[src/rtl/qa_wdog_pkg.sv]
`timescale 1ns/1ps
package qa_wdog_pkg;
  localparam int unsigned BYTE_W = 8;

  typedef enum logic [2:0] {
    CAUSE_NONE  = 3'd0,
    CAUSE_EARLY = 3'd1,
    CAUSE_LATE  = 3'd2,
    CAUSE_WRONG = 3'd3,
    CAUSE_STUCK = 3'd4
  } cause_e;

  function automatic logic [BYTE_W-1:0] crc8_byte(input logic [BYTE_W-1:0] d);
    logic [BYTE_W-1:0] c;
    c = d;
    for (int i = 0; i < BYTE_W; i++) begin
      c = c[BYTE_W-1] ? ((c << 1) ^ 8'h07) : (c << 1);
    end
    return c;
  endfunction

  function automatic logic [BYTE_W-1:0] lfsr_step(input logic [BYTE_W-1:0] s);
    return {s[6:0], s[7] ^ s[5] ^ s[4] ^ s[3]};
  endfunction
endpackage

[src/rtl/qa_chal_gen.sv]
`timescale 1ns/1ps
module qa_chal_gen
  import qa_wdog_pkg::*;
#(
  parameter logic [BYTE_W-1:0] SEED = 8'h01
) (
  input  logic              clk_i,
  input  logic              rst_ni,
  input  logic              adv_i,
  output logic [BYTE_W-1:0] chal_o
);
  logic [BYTE_W-1:0] st_q;

  always_ff @(posedge clk_i or negedge rst_ni) begin
    if (!rst_ni)    st_q <= SEED;
    else if (adv_i) st_q <= lfsr_step(st_q);
  end

  assign chal_o = st_q;
endmodule

[src/rtl/qa_win_timer.sv]
`timescale 1ns/1ps
module qa_win_timer #(
  parameter int unsigned OPEN_CYC  = 8,
  parameter int unsigned CLOSE_CYC = 20,
  localparam int unsigned CNT_W    = $clog2(CLOSE_CYC + 1)
) (
  input  logic             clk_i,
  input  logic             rst_ni,
  input  logic             restart_i,
  input  logic             hold_i,
  output logic [CNT_W-1:0] cnt_o,
  output logic             early_o,
  output logic             expired_o
);
  localparam logic [CNT_W-1:0] OPEN_C  = CNT_W'(OPEN_CYC);
  localparam logic [CNT_W-1:0] CLOSE_C = CNT_W'(CLOSE_CYC);

  logic [CNT_W-1:0] cnt_q;

  always_ff @(posedge clk_i or negedge rst_ni) begin
    if (!rst_ni)               cnt_q <= '0;
    else if (restart_i)        cnt_q <= '0;
    else if (hold_i)           cnt_q <= cnt_q;
    else if (cnt_q != CLOSE_C) cnt_q <= cnt_q + 1'b1;
  end

  assign cnt_o     = cnt_q;
  assign early_o   = cnt_q < OPEN_C;
  assign expired_o = cnt_q == CLOSE_C;
endmodule

[src/rtl/qa_ans_judge.sv]
`timescale 1ns/1ps
module qa_ans_judge
  import qa_wdog_pkg::*;
#(
  parameter logic [BYTE_W-1:0] KEY = 8'h5A
) (
  input  logic              clk_i,
  input  logic              rst_ni,
  input  logic [BYTE_W-1:0] chal_i,
  input  logic              wr_i,
  input  logic [BYTE_W-1:0] ans_i,
  input  logic              early_i,
  input  logic              expired_i,
  output logic              accept_o,
  output cause_e            cause_o
);
  cause_e            cause_q, cause_d;
  logic [BYTE_W-1:0] prev_q;
  logic              prev_vld_q;
  logic [BYTE_W-1:0] expect_ans;
  logic              live, stuck, wrong;

  assign expect_ans = crc8_byte(chal_i ^ KEY);
  assign live       = cause_q == CAUSE_NONE;
  assign stuck      = prev_vld_q && (ans_i == prev_q);
  assign wrong      = ans_i != expect_ans;
  assign accept_o   = live && wr_i && !early_i && !stuck && !wrong;

  always_comb begin
    cause_d = cause_q;
    if (live) begin
      if (wr_i) begin
        if (early_i)    cause_d = CAUSE_EARLY;
        else if (stuck) cause_d = CAUSE_STUCK;
        else if (wrong) cause_d = CAUSE_WRONG;
      end else if (expired_i) begin
        cause_d = CAUSE_LATE;
      end
    end
  end

  always_ff @(posedge clk_i or negedge rst_ni) begin
    if (!rst_ni) begin
      cause_q    <= CAUSE_NONE;
      prev_q     <= '0;
      prev_vld_q <= 1'b0;
    end else begin
      cause_q <= cause_d;
      if (accept_o) begin
        prev_q     <= ans_i;
        prev_vld_q <= 1'b1;
      end
    end
  end

  assign cause_o = cause_q;
endmodule

[src/rtl/qa_wdog.sv]
`timescale 1ns/1ps
module qa_wdog
  import qa_wdog_pkg::*;
#(
  parameter int unsigned       OPEN_CYC  = 8,
  parameter int unsigned       CLOSE_CYC = 20,
  parameter logic [BYTE_W-1:0] KEY       = 8'h5A,
  parameter logic [BYTE_W-1:0] SEED      = 8'h01,
  localparam int unsigned      CNT_W     = $clog2(CLOSE_CYC + 1)
) (
  input  logic              clk_i,
  input  logic              rst_ni,
  output logic [BYTE_W-1:0] chal_o,
  input  logic              ans_wr_i,
  input  logic [BYTE_W-1:0] ans_i,
  output logic              rst_req_o,
  output logic [2:0]        cause_o
);
  logic [BYTE_W-1:0] chal;
  logic [CNT_W-1:0]  cnt;
  logic              early, expired, accept;
  cause_e            cause;

  qa_chal_gen #(.SEED(SEED)) u_chal (
    .clk_i (clk_i),
    .rst_ni(rst_ni),
    .adv_i (accept),
    .chal_o(chal)
  );

  qa_win_timer #(.OPEN_CYC(OPEN_CYC), .CLOSE_CYC(CLOSE_CYC)) u_timer (
    .clk_i    (clk_i),
    .rst_ni   (rst_ni),
    .restart_i(accept),
    .hold_i   (cause != CAUSE_NONE),
    .cnt_o    (cnt),
    .early_o  (early),
    .expired_o(expired)
  );

  qa_ans_judge #(.KEY(KEY)) u_judge (
    .clk_i    (clk_i),
    .rst_ni   (rst_ni),
    .chal_i   (chal),
    .wr_i     (ans_wr_i),
    .ans_i    (ans_i),
    .early_i  (early),
    .expired_i(expired),
    .accept_o (accept),
    .cause_o  (cause)
  );

  assign chal_o    = chal;
  assign cause_o   = cause;
  assign rst_req_o = cause != CAUSE_NONE;
endmodule

[config.mk]
export PLATFORM = sky130hd
export DESIGN_NAME = qa_wdog
export DESIGN_NICKNAME = d
export VERILOG_FILES = /design/src/rtl/qa_wdog_pkg.sv /design/src/rtl/qa_chal_gen.sv /design/src/rtl/qa_win_timer.sv /design/src/rtl/qa_ans_judge.sv /design/src/rtl/qa_wdog.sv
export SDC_FILE = /design/constraint.sdc
export NUM_CORES = 1
export LEC_CHECK = 0
export CORE_MARGIN = 4
export CORE_UTILIZATION = 40
export DETAILED_ROUTE_END_ITERATION = 10
export HOLD_SLACK_MARGIN = 0.15
export SLEW_MARGIN = 20
export SYNTH_ARGS = -nofsm -noshare
export SYNTH_HDL_FRONTEND = slang
export SYNTH_SLANG_ARGS = --single-unit
[constraint.sdc]
create_clock -name clk_i -period 5.88 [get_ports clk_i]
set_input_delay 0.882 -clock clk_i [delete_from_list [all_inputs] [get_ports clk_i]]
set_output_delay 0.882 -clock clk_i [all_outputs]
set_load 0.02 [all_outputs]
==> summary.md <==
| Metric | Value |
|---|---|
| Outcome | finished clean |
| Initial antenna violation count | 0 |
| I/O Pins | 23 |
| # DRC | 0 |
| Worst-Skew Late Latency | between 0.2 and 0.3 ns |
| Max-Cap Viols | 0 |
| Area fraction of the dominant cell type after synthesis | 0.401 |
| Die area | 4790 sq um |
| Clock Tree Root | clkbuf_8 |
| Worst-margin pin slew | between 0.8 and 0.9 ns |
| Mapped Nets | between 100 and 150 |
| Number of synthesized flops with an enable pin | 0 |
| Crit path max fanout | 16 |
| Seq cells post-synth | 25 |
| CTS buffer count | 3 |
| Peak supply drop | approximately 0.084 mV |
| Post-Layout Cell Count | between 150 and 200 |
| Setup TNS | 0 ns |
| Vias/cell | 5.10 |
| Syn Area/Cell | ~12 sq um |
| Vias in the first global route | about 1100 |
| Worst-path clk slew | 0.09 ns |
| Post-DR wirelength/cell | 14.7 microns |
| CP Data Arrival Time | 3.20 ns |
| Worst min path class | register to register |
| Layout fillers | 350 |
| # rows | 21 |
| CTS tree | done |
| Tot GR Track Use | 0.128 |
| Bufs on Longest Clock Path | 2 |
| Layout Nets | between 150 and 200 |
| DR pass1 iterations | 2 |
| Crit. End Element | register |
| Post-cts gate resize count | 0 |
| Congestion Overflow GR | 0 |
| Post-synth top cells | dfrtp_1 (24), xnor2_1 (19), mux2_4 (14), nand2_1 (6), xor2_1 (6) |
| Mapped Area | ~1500 sq um |
| Share of cells above drive strength 1 | 0.193 |
| Slew headroom | 0.450 |
| Die Width | roughly 69 microns |
| First-pass GRT wire length | approximately 5 mm |
| Largest net degree at the start of global routing | 26 |
| Initial core utilization | 0.432 |
| WS Path Type | input port to register |
| Register area share after synthesis | 0.419 |
| Area contributors post-synth | dfrtp_1 (40%), mux2_4 (14%), xnor2_1 (11%), xor2_1 (3.5%), mux2_2 (2.3%) |
| Period utilization | 0.517 |
| Hold-fix buffers, CTS | 0 |
| Number of setup buffers added after CTS | 0 |
| GPL Wtd Cong | between 0.7 and 0.8 |
| Ys flop type | dfrtp_1 |
| Die height | a little under 70 microns |
| Power Density | 165 nW/um^2 |
| Post-synth ARST share | 1.00 |
| CTS H-tree lvls | 1 |
| Area of the core | 3470 sq um |
| Cell count after synthesis | between 100 and 150 |
| Max frequency | between 300 and 400 MHz |
| Max Slew Vio Count | 0 |
| Most numerous cell in the Yosys netlist | dfrtp_1 |
| Synth warnings | 0 |
| N_diodes | 0 |
| Area Growth Syn to Fin | 19.0% |
| Final hold vios | 0 |
| Clk sink count | 25 |
| Starting DRT DRC Count | 33 |
| Placed insts | 187 |
| DRT antenna net count | 0 |
| Worst Path Required | around 6 ns |
| Crit path launch type | input port |
| Yosys top cell by area | dfrtp_1 |
| Final min period | a little over 3 ns |
| Final setup vio count | 0 |
| RSZ-0062 raised after global routing | no |
| Final Skew | 0.00769 ns |
| Total Wirelength | roughly 2.8 mm |
| I/O Buffers | 22 |
| Distinct cells, synth | 36 |
| DP HPWL | 2.14 mm |
| DR vias | roughly 970 |
| Leak | 0.733 nW |
## state kept, by name, indices dropped and copies added, names as in the netlist
name,flops
u_chal.chal_o,8
u_judge.cause_o,3
u_judge.prev_q,8
u_judge.prev_vld_q,1
u_timer.cnt_o,5
## path summary, 6_finish.rpt
kind | end | cells past startpoint | slack, ns | startpoint
worst min-delay path | u_judge.cause_o[0]$_DFFE_PN0P_ | 2 | 0.51 | u_judge.cause_o[0]$_DFFE_PN0P_
worst min register to register | u_judge.cause_o[0]$_DFFE_PN0P_ | 2 | 0.51 | u_judge.cause_o[0]$_DFFE_PN0P_
worst max-delay path | u_chal.chal_o[7]$_DFFE_PN0P_ | 7 | 2.84 | ans_i[3]
max in group asynchronous | u_judge.cause_o[1]$_DFFE_PN0P_ | 1 | 4.91 | rst_ni
min in group asynchronous | u_chal.chal_o[5]$_DFFE_PN0P_ | 1 | 0.59 | rst_ni
worst max register to register | u_chal.chal_o[7]$_DFFE_PN0P_ | 5 | 3.26 | u_judge.cause_o[1]$_DFFE_PN0P_
## layer usage
metal  vias to the layer above  share of wire  global-route usage
li1                        475              -                   -
met1                       478           0.45               0.158
met2                        15           0.51               0.221
met3                         6          0.024              0.0275
met4                         0          0.015              0.0390
met5                         -              0                   0
## kinds of logic after synthesis
family          count (synthesis)  synth area share
simple gates                   30             0.112
fa+ha+maj                       2            0.0167
xor+xnor                       28             0.193
buf+inv                        10            0.0401
mux                            17             0.163
compound gates                 11            0.0568
flops                          25             0.419
## worst max-delay path: stages
cell,delay (ns)
clkdlybuf4s50_1,0.52
xnor3_1,0.42
xnor2_1,0.16
o21ai_1,0.16
nor4_4,0.32
buf_4,0.37
mux2_2,0.37
## metrics by stage
| stage | area (sq um) | power, mW | hold slack (ns) | utilization | worst slack, ns |
|---|---|---|---|---|---|
| global placement | 1740 | 0.199 | 0.481 | 0.502 | 2.62 |
| detailed placement | 1740 | 0.199 | 0.495 | 0.501 | 2.52 |
| finish | 1780 | 0.294 | 0.514 | 0.514 | 2.84 |
| floorplan | 1500 | 0.185 | 0.463 | - | 3.47 |
| global route | 1780 | 0.308 | 0.541 | 0.514 | 2.64 |
| CTS | 1780 | 0.299 | 0.518 | 0.514 | 2.81 |
## report_power, final
part | leakage, nW | total [mW] | internal [mW] | switching (mW)
Clock | 0.0228 | 0.0993 | 0.0484 | 0.0510
Sequential | 0.314 | 0.172 | 0.172 | 0
Combinational | 0.396 | 0.0230 | 0.0113 | 0.0116
## cells in the final DEF, fill, tap and decap left out, drive strengths merged, types with 4 or more instances in the layout
cell type,instances
xnor2,19
nand2,6
dfrtp,24
mux2,17
nor3,5
xor2,6
inv,5
clkdlybuf4s50,21
nor2,5
nand4,4
clkbuf,4
## final cells by class
type                    instances  area, sq um  share of cell area
well taps                      46         57.6              0.0323
clock buffers                   4         45.0              0.0253
inverters                       5         18.8              0.0105
repair buffers                 23          223               0.125
flip-flops and latches         25          627               0.352
multi-input cells              88          811               0.455
No activity file was read; power rests on OpenSTA's default activity.
